**config.mk**
```make
export PLATFORM = sky130hd
export DESIGN_NAME = muldiv_unit
export DESIGN_NICKNAME = d
export VERILOG_FILES = /design/src/rtl/md_pkg.sv /design/src/rtl/md_decode.sv /design/src/rtl/md_mult.sv /design/src/rtl/md_divcore.sv /design/src/rtl/muldiv_unit.sv
export SDC_FILE = /design/constraint.sdc
export NUM_CORES = 2
export LEC_CHECK = 0
export BUFFER_PORTS_ARGS = -buffer_cell sky130_fd_sc_hd__buf_2
export CAP_MARGIN = 20
export CORE_MARGIN = 1
export CORE_UTILIZATION = 61
export DETAILED_ROUTE_END_ITERATION = 10
export GPL_TIMING_DRIVEN = 0
export PLACE_DENSITY_LB_ADDON = 0.2
export RECOVER_POWER = 50
export SYNTH_ARGS = -nofsm -noshare
export SYNTH_HDL_FRONTEND = slang
export SYNTH_SLANG_ARGS = --single-unit
```
**constraint.sdc**
```tcl
create_clock -name clk -period 15.5 [get_ports clk]
set_input_delay 3.1 -clock clk [delete_from_list [all_inputs] [get_ports clk]]
set_output_delay 3.1 -clock clk [all_outputs]
set_load 0.03 [all_outputs]
```
**src/rtl/md_pkg.sv**
```systemverilog
package md_pkg;

    typedef enum logic [2:0] {
        OP_MUL    = 3'd0,
        OP_MULH   = 3'd1,
        OP_MULHSU = 3'd2,
        OP_MULHU  = 3'd3,
        OP_DIV    = 3'd4,
        OP_DIVU   = 3'd5,
        OP_REM    = 3'd6,
        OP_REMU   = 3'd7
    } md_op_e;

    typedef enum logic [1:0] {
        ST_IDLE,
        ST_MUL,
        ST_DIV,
        ST_FIX
    } md_state_e;

    typedef struct packed {
        logic is_div;
        logic want_rem;
        logic want_hi;
        logic sgn_a;
        logic sgn_b;
    } md_ctrl_t;

endpackage

```
**src/rtl/md_decode.sv**
```systemverilog
// Operation decode and early detection of the fixed-result divide cases.
module md_decode
    import md_pkg::*;
#(
    parameter int XLEN = 32
) (
    input  logic [2:0]      op,
    input  logic [XLEN-1:0] opa,
    input  logic [XLEN-1:0] opb,
    output md_ctrl_t        ctrl,
    output logic            special,
    output logic [XLEN-1:0] special_val
);

    localparam logic [XLEN-1:0] MOST_NEG = {1'b1, {(XLEN-1){1'b0}}};
    localparam logic [XLEN-1:0] ALL_ONES = '1;

    logic zero_div;
    logic ovf;

    always_comb begin
        ctrl.is_div   = op[2];
        ctrl.want_rem = op[2] & op[1];
        ctrl.want_hi  = ~op[2] & (op[1:0] != 2'b00);
        if (op[2]) begin
            // signed divide group when bit 0 is clear
            ctrl.sgn_a = ~op[0];
            ctrl.sgn_b = ~op[0];
        end else begin
            ctrl.sgn_a = (op[1:0] == 2'b01) | (op[1:0] == 2'b10);
            ctrl.sgn_b = (op[1:0] == 2'b01);
        end
    end

    assign zero_div = op[2] & (opb == '0);
    assign ovf      = op[2] & ~op[0] & (opa == MOST_NEG) & (opb == ALL_ONES);
    assign special  = zero_div | ovf;

    always_comb begin
        if (zero_div) begin
            special_val = ctrl.want_rem ? opa : ALL_ONES;
        end else begin
            special_val = ctrl.want_rem ? '0 : MOST_NEG;
        end
    end

endmodule

```
**src/rtl/md_mult.sv**
```systemverilog
// Single-pass multiplier: sign-extend to the double width, keep the low 2*XLEN bits.
module md_mult #(
    parameter int XLEN = 32
) (
    input  logic [XLEN-1:0] opa,
    input  logic [XLEN-1:0] opb,
    input  logic            sgn_a,
    input  logic            sgn_b,
    input  logic            want_hi,
    output logic [XLEN-1:0] prod
);

    localparam int PW = 2 * XLEN;

    logic [PW-1:0] ext_a;
    logic [PW-1:0] ext_b;
    logic [PW-1:0] full;

    assign ext_a = {{XLEN{sgn_a & opa[XLEN-1]}}, opa};
    assign ext_b = {{XLEN{sgn_b & opb[XLEN-1]}}, opb};
    assign full  = ext_a * ext_b;
    assign prod  = want_hi ? full[PW-1:XLEN] : full[XLEN-1:0];

endmodule

```
**src/rtl/md_divcore.sv**
```systemverilog
// Unsigned radix-2 restoring divider, one quotient bit per clock.
module md_divcore #(
    parameter int XLEN = 32
) (
    input  logic            clk,
    input  logic            rst_n,
    input  logic            load,
    input  logic [XLEN-1:0] dividend,
    input  logic [XLEN-1:0] divisor,
    output logic            last,
    output logic [XLEN-1:0] quo,
    output logic [XLEN-1:0] rem
);

    localparam int CW = $clog2(XLEN + 1);

    logic [XLEN-1:0] rem_q;
    logic [XLEN-1:0] quo_q;
    logic [XLEN-1:0] dsr_q;
    logic [CW-1:0]   cnt_q;

    logic [XLEN:0]   partial;
    logic            fits;
    logic [XLEN-1:0] sub_lo;
    logic [XLEN-1:0] rem_n;
    logic [XLEN-1:0] quo_n;

    always_comb begin
        partial = {rem_q, quo_q[XLEN-1]};
        fits    = partial >= {1'b0, dsr_q};
        sub_lo  = XLEN'(partial - {1'b0, dsr_q});
        rem_n   = fits ? sub_lo : partial[XLEN-1:0];
        quo_n   = {quo_q[XLEN-2:0], fits};
    end

    always_ff @(posedge clk or negedge rst_n) begin
        if (!rst_n) begin
            rem_q <= '0;
            quo_q <= '0;
            dsr_q <= '0;
            cnt_q <= '0;
        end else if (load) begin
            rem_q <= '0;
            quo_q <= dividend;
            dsr_q <= divisor;
            cnt_q <= CW'(XLEN);
        end else if (cnt_q != '0) begin
            rem_q <= rem_n;
            quo_q <= quo_n;
            cnt_q <= cnt_q - 1'b1;
        end
    end

    assign last = (cnt_q == CW'(1));
    assign quo  = quo_q;
    assign rem  = rem_q;

endmodule

```
**src/rtl/muldiv_unit.sv**
```systemverilog
module muldiv_unit
    import md_pkg::*;
#(
    parameter int XLEN = 32
) (
    input  logic            clk,
    input  logic            rst_n,
    input  logic            start,
    input  logic [2:0]      op,
    input  logic [XLEN-1:0] src_a,
    input  logic [XLEN-1:0] src_b,
    output logic [XLEN-1:0] result,
    output logic            done,
    output logic            busy
);

    md_state_e state_q, state_n;

    md_ctrl_t        ctrl;
    logic            special;
    logic [XLEN-1:0] special_val;

    logic            accept;
    logic            neg_a, neg_b;
    logic [XLEN-1:0] mag_a, mag_b;
    logic            div_load;
    logic            div_last;
    logic [XLEN-1:0] div_quo, div_rem;

    logic [XLEN-1:0] a_q, b_q;
    logic            hi_q, sa_q, sb_q, rsel_q;
    logic            qneg_q, rneg_q;
    logic [XLEN-1:0] mul_res;
    logic [XLEN-1:0] result_q;
    logic            done_q;

    md_decode #(.XLEN(XLEN)) u_decode (
        .op          (op),
        .opa         (src_a),
        .opb         (src_b),
        .ctrl        (ctrl),
        .special     (special),
        .special_val (special_val)
    );

    assign accept   = start & (state_q == ST_IDLE);
    assign neg_a    = ctrl.sgn_a & src_a[XLEN-1];
    assign neg_b    = ctrl.sgn_b & src_b[XLEN-1];
    assign mag_a    = neg_a ? (~src_a + 1'b1) : src_a;
    assign mag_b    = neg_b ? (~src_b + 1'b1) : src_b;
    assign div_load = accept & ctrl.is_div & ~special;

    md_divcore #(.XLEN(XLEN)) u_divcore (
        .clk      (clk),
        .rst_n    (rst_n),
        .load     (div_load),
        .dividend (mag_a),
        .divisor  (mag_b),
        .last     (div_last),
        .quo      (div_quo),
        .rem      (div_rem)
    );

    md_mult #(.XLEN(XLEN)) u_mult (
        .opa     (a_q),
        .opb     (b_q),
        .sgn_a   (sa_q),
        .sgn_b   (sb_q),
        .want_hi (hi_q),
        .prod    (mul_res)
    );

    // state register
    always_ff @(posedge clk or negedge rst_n) begin
        if (!rst_n) begin
            state_q <= ST_IDLE;
        end else begin
            state_q <= state_n;
        end
    end

    // next-state
    always_comb begin
        state_n = state_q;
        unique case (state_q)
            ST_IDLE: begin
                if (accept && !special) begin
                    state_n = ctrl.is_div ? ST_DIV : ST_MUL;
                end
            end
            ST_MUL:  state_n = ST_IDLE;
            ST_DIV:  if (div_last) state_n = ST_FIX;
            ST_FIX:  state_n = ST_IDLE;
            default: state_n = ST_IDLE;
        endcase
    end

    // outputs and captured operation context
    always_ff @(posedge clk or negedge rst_n) begin
        if (!rst_n) begin
            a_q      <= '0;
            b_q      <= '0;
            hi_q     <= 1'b0;
            sa_q     <= 1'b0;
            sb_q     <= 1'b0;
            rsel_q   <= 1'b0;
            qneg_q   <= 1'b0;
            rneg_q   <= 1'b0;
            result_q <= '0;
            done_q   <= 1'b0;
        end else begin
            done_q <= 1'b0;
            unique case (state_q)
                ST_IDLE: begin
                    if (accept) begin
                        a_q    <= src_a;
                        b_q    <= src_b;
                        hi_q   <= ctrl.want_hi;
                        sa_q   <= ctrl.sgn_a;
                        sb_q   <= ctrl.sgn_b;
                        rsel_q <= ctrl.want_rem;
                        qneg_q <= neg_a ^ neg_b;
                        rneg_q <= neg_a;
                        if (special) begin
                            result_q <= special_val;
                            done_q   <= 1'b1;
                        end
                    end
                end
                ST_MUL: begin
                    result_q <= mul_res;
                    done_q   <= 1'b1;
                end
                ST_DIV: begin
                end
                ST_FIX: begin
                    if (rsel_q) begin
                        result_q <= rneg_q ? (~div_rem + 1'b1) : div_rem;
                    end else begin
                        result_q <= qneg_q ? (~div_quo + 1'b1) : div_quo;
                    end
                    done_q <= 1'b1;
                end
                default: begin
                end
            endcase
        end
    end

    assign result = result_q;
    assign done   = done_q;
    assign busy   = (state_q != ST_IDLE);

endmodule

```
Yosys cells after proc, flatten, opt, wreduce, memory -nomap -nowiden
Index checks and enable logic that the tools add are counted.
- add/sub/neg operators: 6
- multipliers: 1
- divide/modulo/power cells: 0
- order comparisons: 1
- equality and inequality tests: 12
- shift operators: 0
- muxes and demuxes: 27
- bitwise logic cells: 23
- reductions and logical operators: 13
- operator list (kind ; count):
    $mux W32 ; 16
    $add A32 B1 Y32 const B ; 4
    $not A32 Y32 ; 4
    $pmux W32 S3 ; 1
    $eq A32 B32 Y1 const B ; 2
    $mul A33 B33 Y64 ; 1
    $ge A33 B32 Y1 ; 1
    $logic_not A32 Y1 ; 1
    $sub A32 B32 Y32 ; 1
    $and A1 B1 Y1 ; 13
    $mux W6 ; 2
    $mux W2 ; 4
    $eq A2 B2 Y1 const B ; 3
    $eq A6 B1 Y1 const B ; 1
    $ne A2 B2 Y1 const B ; 3
    $pmux W2 S3 ; 1
    $reduce_bool A2 Y1 ; 3
    $reduce_bool A6 Y1 ; 1
    $sub A6 B1 Y6 const B ; 1
    $eq A2 B1 Y1 const B ; 2
    $reduce_and A2 Y1 ; 2
    $not A1 Y1 ; 3
    $reduce_and A3 Y1 ; 1
    $reduce_bool A3 Y1 ; 1
    9 further kinds ; 11
- bits in registers: 207
- latch bits: 0
- RAM bits: 0
- bits in read-only memories: 0
- input bits: 70
- word-level logic and storage cells: 98
- memories kept: 0

Depth between registers and ports, before layout
- depth in word-level cells: 9
- depth in mapped cells: 32
- gate-level depth less buffers: 29

Cells and area by module
A second synthesis with hierarchy kept.
- cells, all modules: 5887
- area total of the unflattened synthesis: 52476.6 µm²
- by module, submodules not included (module ; instances ; cells each ; area each (µm²)):
    md_mult ; 1 ; 4246 ; 38247.9
    muldiv_unit ; 1 ; 776 ; 7252.0
    md_divcore ; 1 ; 749 ; 6361.1
    md_decode ; 1 ; 116 ; 615.6

Worst setup path after synthesis
No wires, ideal clock.
- kind: register to register
- start: register a_q[31]
- end: register result_q[31] (netlist: result[31])
- data arrival time: 7920 ps
- setup slack: 7438 ps
- cell stages (with the launch flop): 32
- cell sequence: dfrtp_1 > clkbuf_1 > and2_0 > clkbuf_1 > nand2_1 > inv_1 > fa_1 > inv_1 > fa_1 > inv_1 > fa_1 > fa_1 > inv_1 > fa_1 > inv_1 > fa_1 > inv_1 > fa_1 > fa_1 > inv_1 > ha_1 > nand2_1 > nand2_1 > a21o_1 > a21o_1 > nor2_1 > and2_1 > o31ai_1 > and2_1 > o41ai_1 > xnor2_1 > o221ai_1
- word-level cells in the longest chain between the ends: 4
- ends and longest elaborated chain (element ; line ; text):
    start, declared ; muldiv_unit.sv:30 ; logic [XLEN-1:0] a_q, b_q;
    start signal, assigned ; muldiv_unit.sv:116 ; a_q <= src_a;
    $and A1 B1 Y1 ; md_mult.sv:19 ; assign ext_a = {{XLEN{sgn_a & opa[XLEN-1]}}, opa};
    $mul A33 B33 Y64 * ; md_mult.sv:21 ; assign full = ext_a * ext_b;
    $mux W32 * ; md_mult.sv:22 ; assign prod = want_hi ? full[PW-1:XLEN] : full[XLEN-1:0];
    $pmux W32 S3 * ; muldiv_unit.sv:113 ; unique case (state_q)
    end signal, assigned ; muldiv_unit.sv:125 ; result_q <= special_val;
    end signal, assigned ; muldiv_unit.sv:131 ; result_q <= mul_res;
    end signal, assigned ; muldiv_unit.sv:138 ; result_q <= rneg_q ? (~div_rem + 1'b1) : div_rem;
    end, declared ; muldiv_unit.sv:34 ; logic [XLEN-1:0] result_q;
Mark *: on every way between the ends. The rest lies on a longest branch, timed or not.
A chain may end at the register's enable or synchronous reset.

Worst setup path after layout
- start: register a_q[21]
- end: register result_q[23] (netlist: result[23])
- word-level cells in the longest chain between the ends: 3
- ends and longest elaborated chain (element ; line):
    $mul A33 B33 Y64 ; md_mult.sv:21
    $mux W32 ; md_mult.sv:22
    $pmux W32 S3 ; muldiv_unit.sv:113
Every way passes these cells.

==> run summary <==
Global routing used ~50% of the available tracks. The first-iteration detailed-routing DRC count came out at 5,030. The worst-case clock skew came out at 0.02209 ns.

After clock tree synthesis, the setup repair step added 0 buffers. The number of global-route vias before repair is 45,230. Setup total negative slack on the finished layout was measured at 0 ns. Ranked by total cell area, the synthesized netlist is headed by fa_1 44%, dfrtp_1 10%, inv_1 8.7%. The synthesized instance count is 5,950. STA classifies the critical path startpoint as a flop.

The number of failing setup endpoints in the final timing report is 0. Among all flip-flop cells after synthesis, the most frequent one is dfrtp_1. The arrival time of data at the critical path endpoint is about 12 ns. STA puts the critical path data required time at 15.92 ns.

The global-route congestion overflow total came out at 0. After layout, the worst path uses 71.67% of the clock period. TritonCTS built the clock tree.

The area added between synthesis and finish came out at 5.780%. The clock tree buffer depth came out at 3. The total power divided by cell area came out at 22.19 mW/mm^2. The total power consumption of the routed design is approximately 1.2 mW. The max-slew violation total from the final report came to between 100 and 150. The worst setup timing slack at the placement stage is 5.046 ns. After floorplanning, the core was divided into 106 placement rows. The portion of the post-synthesis area used by sequential elements came out at 10.04%. The headroom to the max-slew limit is -315.2%. The worst-case IR drop observed on VDD is 0.06203 mV. The static leakage is 26.72 nW. The clock-pin slew of the registers on the worst-case setup and hold paths is 0.06 ns.

The fraction of final layout cells sized beyond drive strength 1 is between 2 and 3%. Counting flops and latches in the post-synthesis netlist gives 207. The tool flagged a number of max-cap violations equal to 1.

The library cells used most frequently in the layout, excluding fill and tap cells, are 1,190 x inv_1, 1,126 x fa_1, 1,112 x nand2_1. In this run, CTS created clock tree buffers numbering 26. The initial core utilization came out at 61.66%. The DRC violations left came out at 0.

The largest stage delay on the critical path is between 0.9 and 1 ns. The floorplan step defined a die boundary enclosing 0.08576 sq mm. The count of input and output buffers came out at 101. The post-layout minimum cycle time came out at approximately 11 ns. The count of warnings emitted by yosys is 0. The run finished, with violations left.

The first-pass GRT wire length is 298,200 um. Setup repair after global routing left no endpoint under its margin. The HPWL after detailed placement is ~170,000 um.

The net total in the final layout came out at 7,542. The number of I/O pins is 104. The final critical-path setup slack came out at 4.391 ns.

The height of the die came out at 292.9 um. The net count after synthesis came out at about 7,400. The wire length after detailed routing is slightly above 200,000 um. The proportion of synthesized flip-flops having asynchronous set or reset is 100.0%. The congestion estimate from routability-driven global placement came to around 1.1.

The post-cts sizing count is 0. Of all nets on the critical path, the largest fanout is 10. The final count of hold timing violations came out at 0. The maximum number of pins on one net before global-route repair is 109. The number of enable flip-flop cells after synthesis is 0.

The critical path capture point type is a flop. In this run the number of H-tree levels came out at 1. The clock root buffer master is clkbuf_16. The count of antenna-violating nets left after detailed routing came out at 0. The number of antenna violations at the first check in global routing is 18.

The quantity of hold-fixing buffers added after cts is 0. The largest individual stage delay along the critical path comes from the cell o31ai_1. The average instance in the mapped netlist occupies 8.673 sq um. The kind of path behind the tightest hold check is reg2reg. Summing every instance area after synthesis gives roughly 0.052 sq mm. The via count came out at 44,610. Of the post-synthesis cell area, the dominant cell type holds 43.68%. Dividing the detail-routed via count by the number of cells gives 6.143. The worst setup path category is reg2reg.

The cell type contributing the most total cell area after synthesis is fa_1. Leaving out fill and tap cells, the most frequent cell in the layout is inv_1. The actual transition at the worst max-transition pin is 6.228 ns. Synthesis instantiated 69 different standard cells from the library. In the final routed layout, each cell accounts on average for 27.96 um.

The maximum clock frequency is 90.02 MHz. After floorplanning, the core was sized to cover ~0.084 sq mm. The clock net sink count came out at 207. Among the stages of the critical path, the cell type that occurs most often is fa_1. The clock network latency to the later pin of the worst-skew pair is around 0.58 ns. The checks that failed: max-capacitance violations, max-slew violations. The number of detailed-route iterations in the first pass is 6. The die is 292.9 um wide.
-- critical path, delay by kind of cell (launching register included) --
kind                       cells  cell delay [ns]
buffers and inverters          9             2.60
adders and majority gates      9             4.02
AOI/OAI and AO/OA              5             2.88
DFF                            1             0.32
and+or+nand+nor                5             1.10
-- cell type report --
| cell class | instances | area (sq um) |
|---|---|---|
| multi-input combinational | 4216 | 40690 |
| buffer | 337 | 1270 |
| inverter | 1190 | 4467 |
| timing repair buffer | 115 | 721.9 |
| clock inverter | 2 | 37.54 |
| fill | 7349 | 29100 |
| tap | 1134 | 1419 |
| sequential | 207 | 5180 |
| clock buffer | 39 | 749.5 |
| antenna | 22 | 55.05 |
-- registers in the layout (all words and copies together), names as in the netlist, 2 cells and up --
register,count
u_divcore.quo,32
u_divcore.dsr_q,32
result,32
u_divcore.cnt_q,6
u_divcore.rem,32
a_q,32
b_q,32
state_q,2
-- synthesized netlist by cell type, types with 11 or more instances --
master    number
xnor2_1      119
nand3_1       33
a21oi_1      156
dfrtp_1      207
o211ai_1      28
nor3_1        45
or3_1         20
and3_1        36
o41ai_1       12
xor2_1        96
a211oi_1      34
o21a_1        11
nand2_1     1112
inv_1       1190
nor2_1       220
a21o_1        53
o31ai_1       31
o21ai_0      205
or2_2         11
clkbuf_1     324
ha_1         253
nand2b_1      14
or4_1         12
nand4_1       28
a31oi_1       50
mux2i_1       18
fa_1        1126
o21bai_1      15
and2_1       365
nor4_1        15
-- logic make-up (layout without fill, tap and decap cells) --
group | after synthesis | count (layout) | share of synthesized area, %
flip-flops | 207 | 207 | 10.04
AND/OR/NAND/NOR | 1941 | 1941 | 17.03
AO/OA/AOI/OAI | 661 | 661 | 7.958
other | 0 | 22 | 0
adder cells (fa/ha/maj) | 1379 | 1379 | 49.82
XOR/XNOR | 215 | 215 | 3.649
buffers and inverters | 1527 | 1683 | 11.12
multiplexers | 20 | 20 | 0.3928
-- metrics by stage --
stage                     instance area (sq um)  instances  util (%)  hold slack (ns)
final                                     54590       7262     65.23           0.5069
after global routing                      54530       7241     65.16           0.5250
after CTS                                 54410       7231     65.02           0.5023
after detailed placement                  53630       7190     64.08           0.4905
after global placement                    53530       7185     63.96           0.4741
after floorplan                           51600       5950         -           0.4538
-- final timing paths --
check,slack (ns),startpoint,depth (start not counted),to
worst min register to register,0.51,u_divcore.dsr_q[0],2,u_divcore.dsr_q[0]
min in group asynchronous,4.82,rst_n,1,u_divcore.rem[5]
worst max register to register,4.39,a_q[21],28,result[23]
max in group asynchronous,7.16,rst_n,1,u_divcore.dsr_q[17]
worst max-delay path,4.39,a_q[21],28,result[23]
worst min-delay path,0.51,u_divcore.dsr_q[0],2,u_divcore.dsr_q[0]
-- per-layer routing --
metal	GRT usage [%]	vias up	share of wire, %
li1	-	18230	-
met1	60.22	22280	34
met2	70.75	3196	42
met3	18.20	886	14
met4	34.36	18	9.2
met5	0	-	0.066
-- report_power, final --
group / switching [mW] / internal, mW / leakage, nW
clock: 0.261 / 0.331 / 0.377
combinational: 0.0560 / 0.0224 / 23.8
sequential: 0 / 0.541 / 2.59
total: 0.317 / 0.894 / 26.7
No activity file was read; power rests on OpenSTA's default activity.
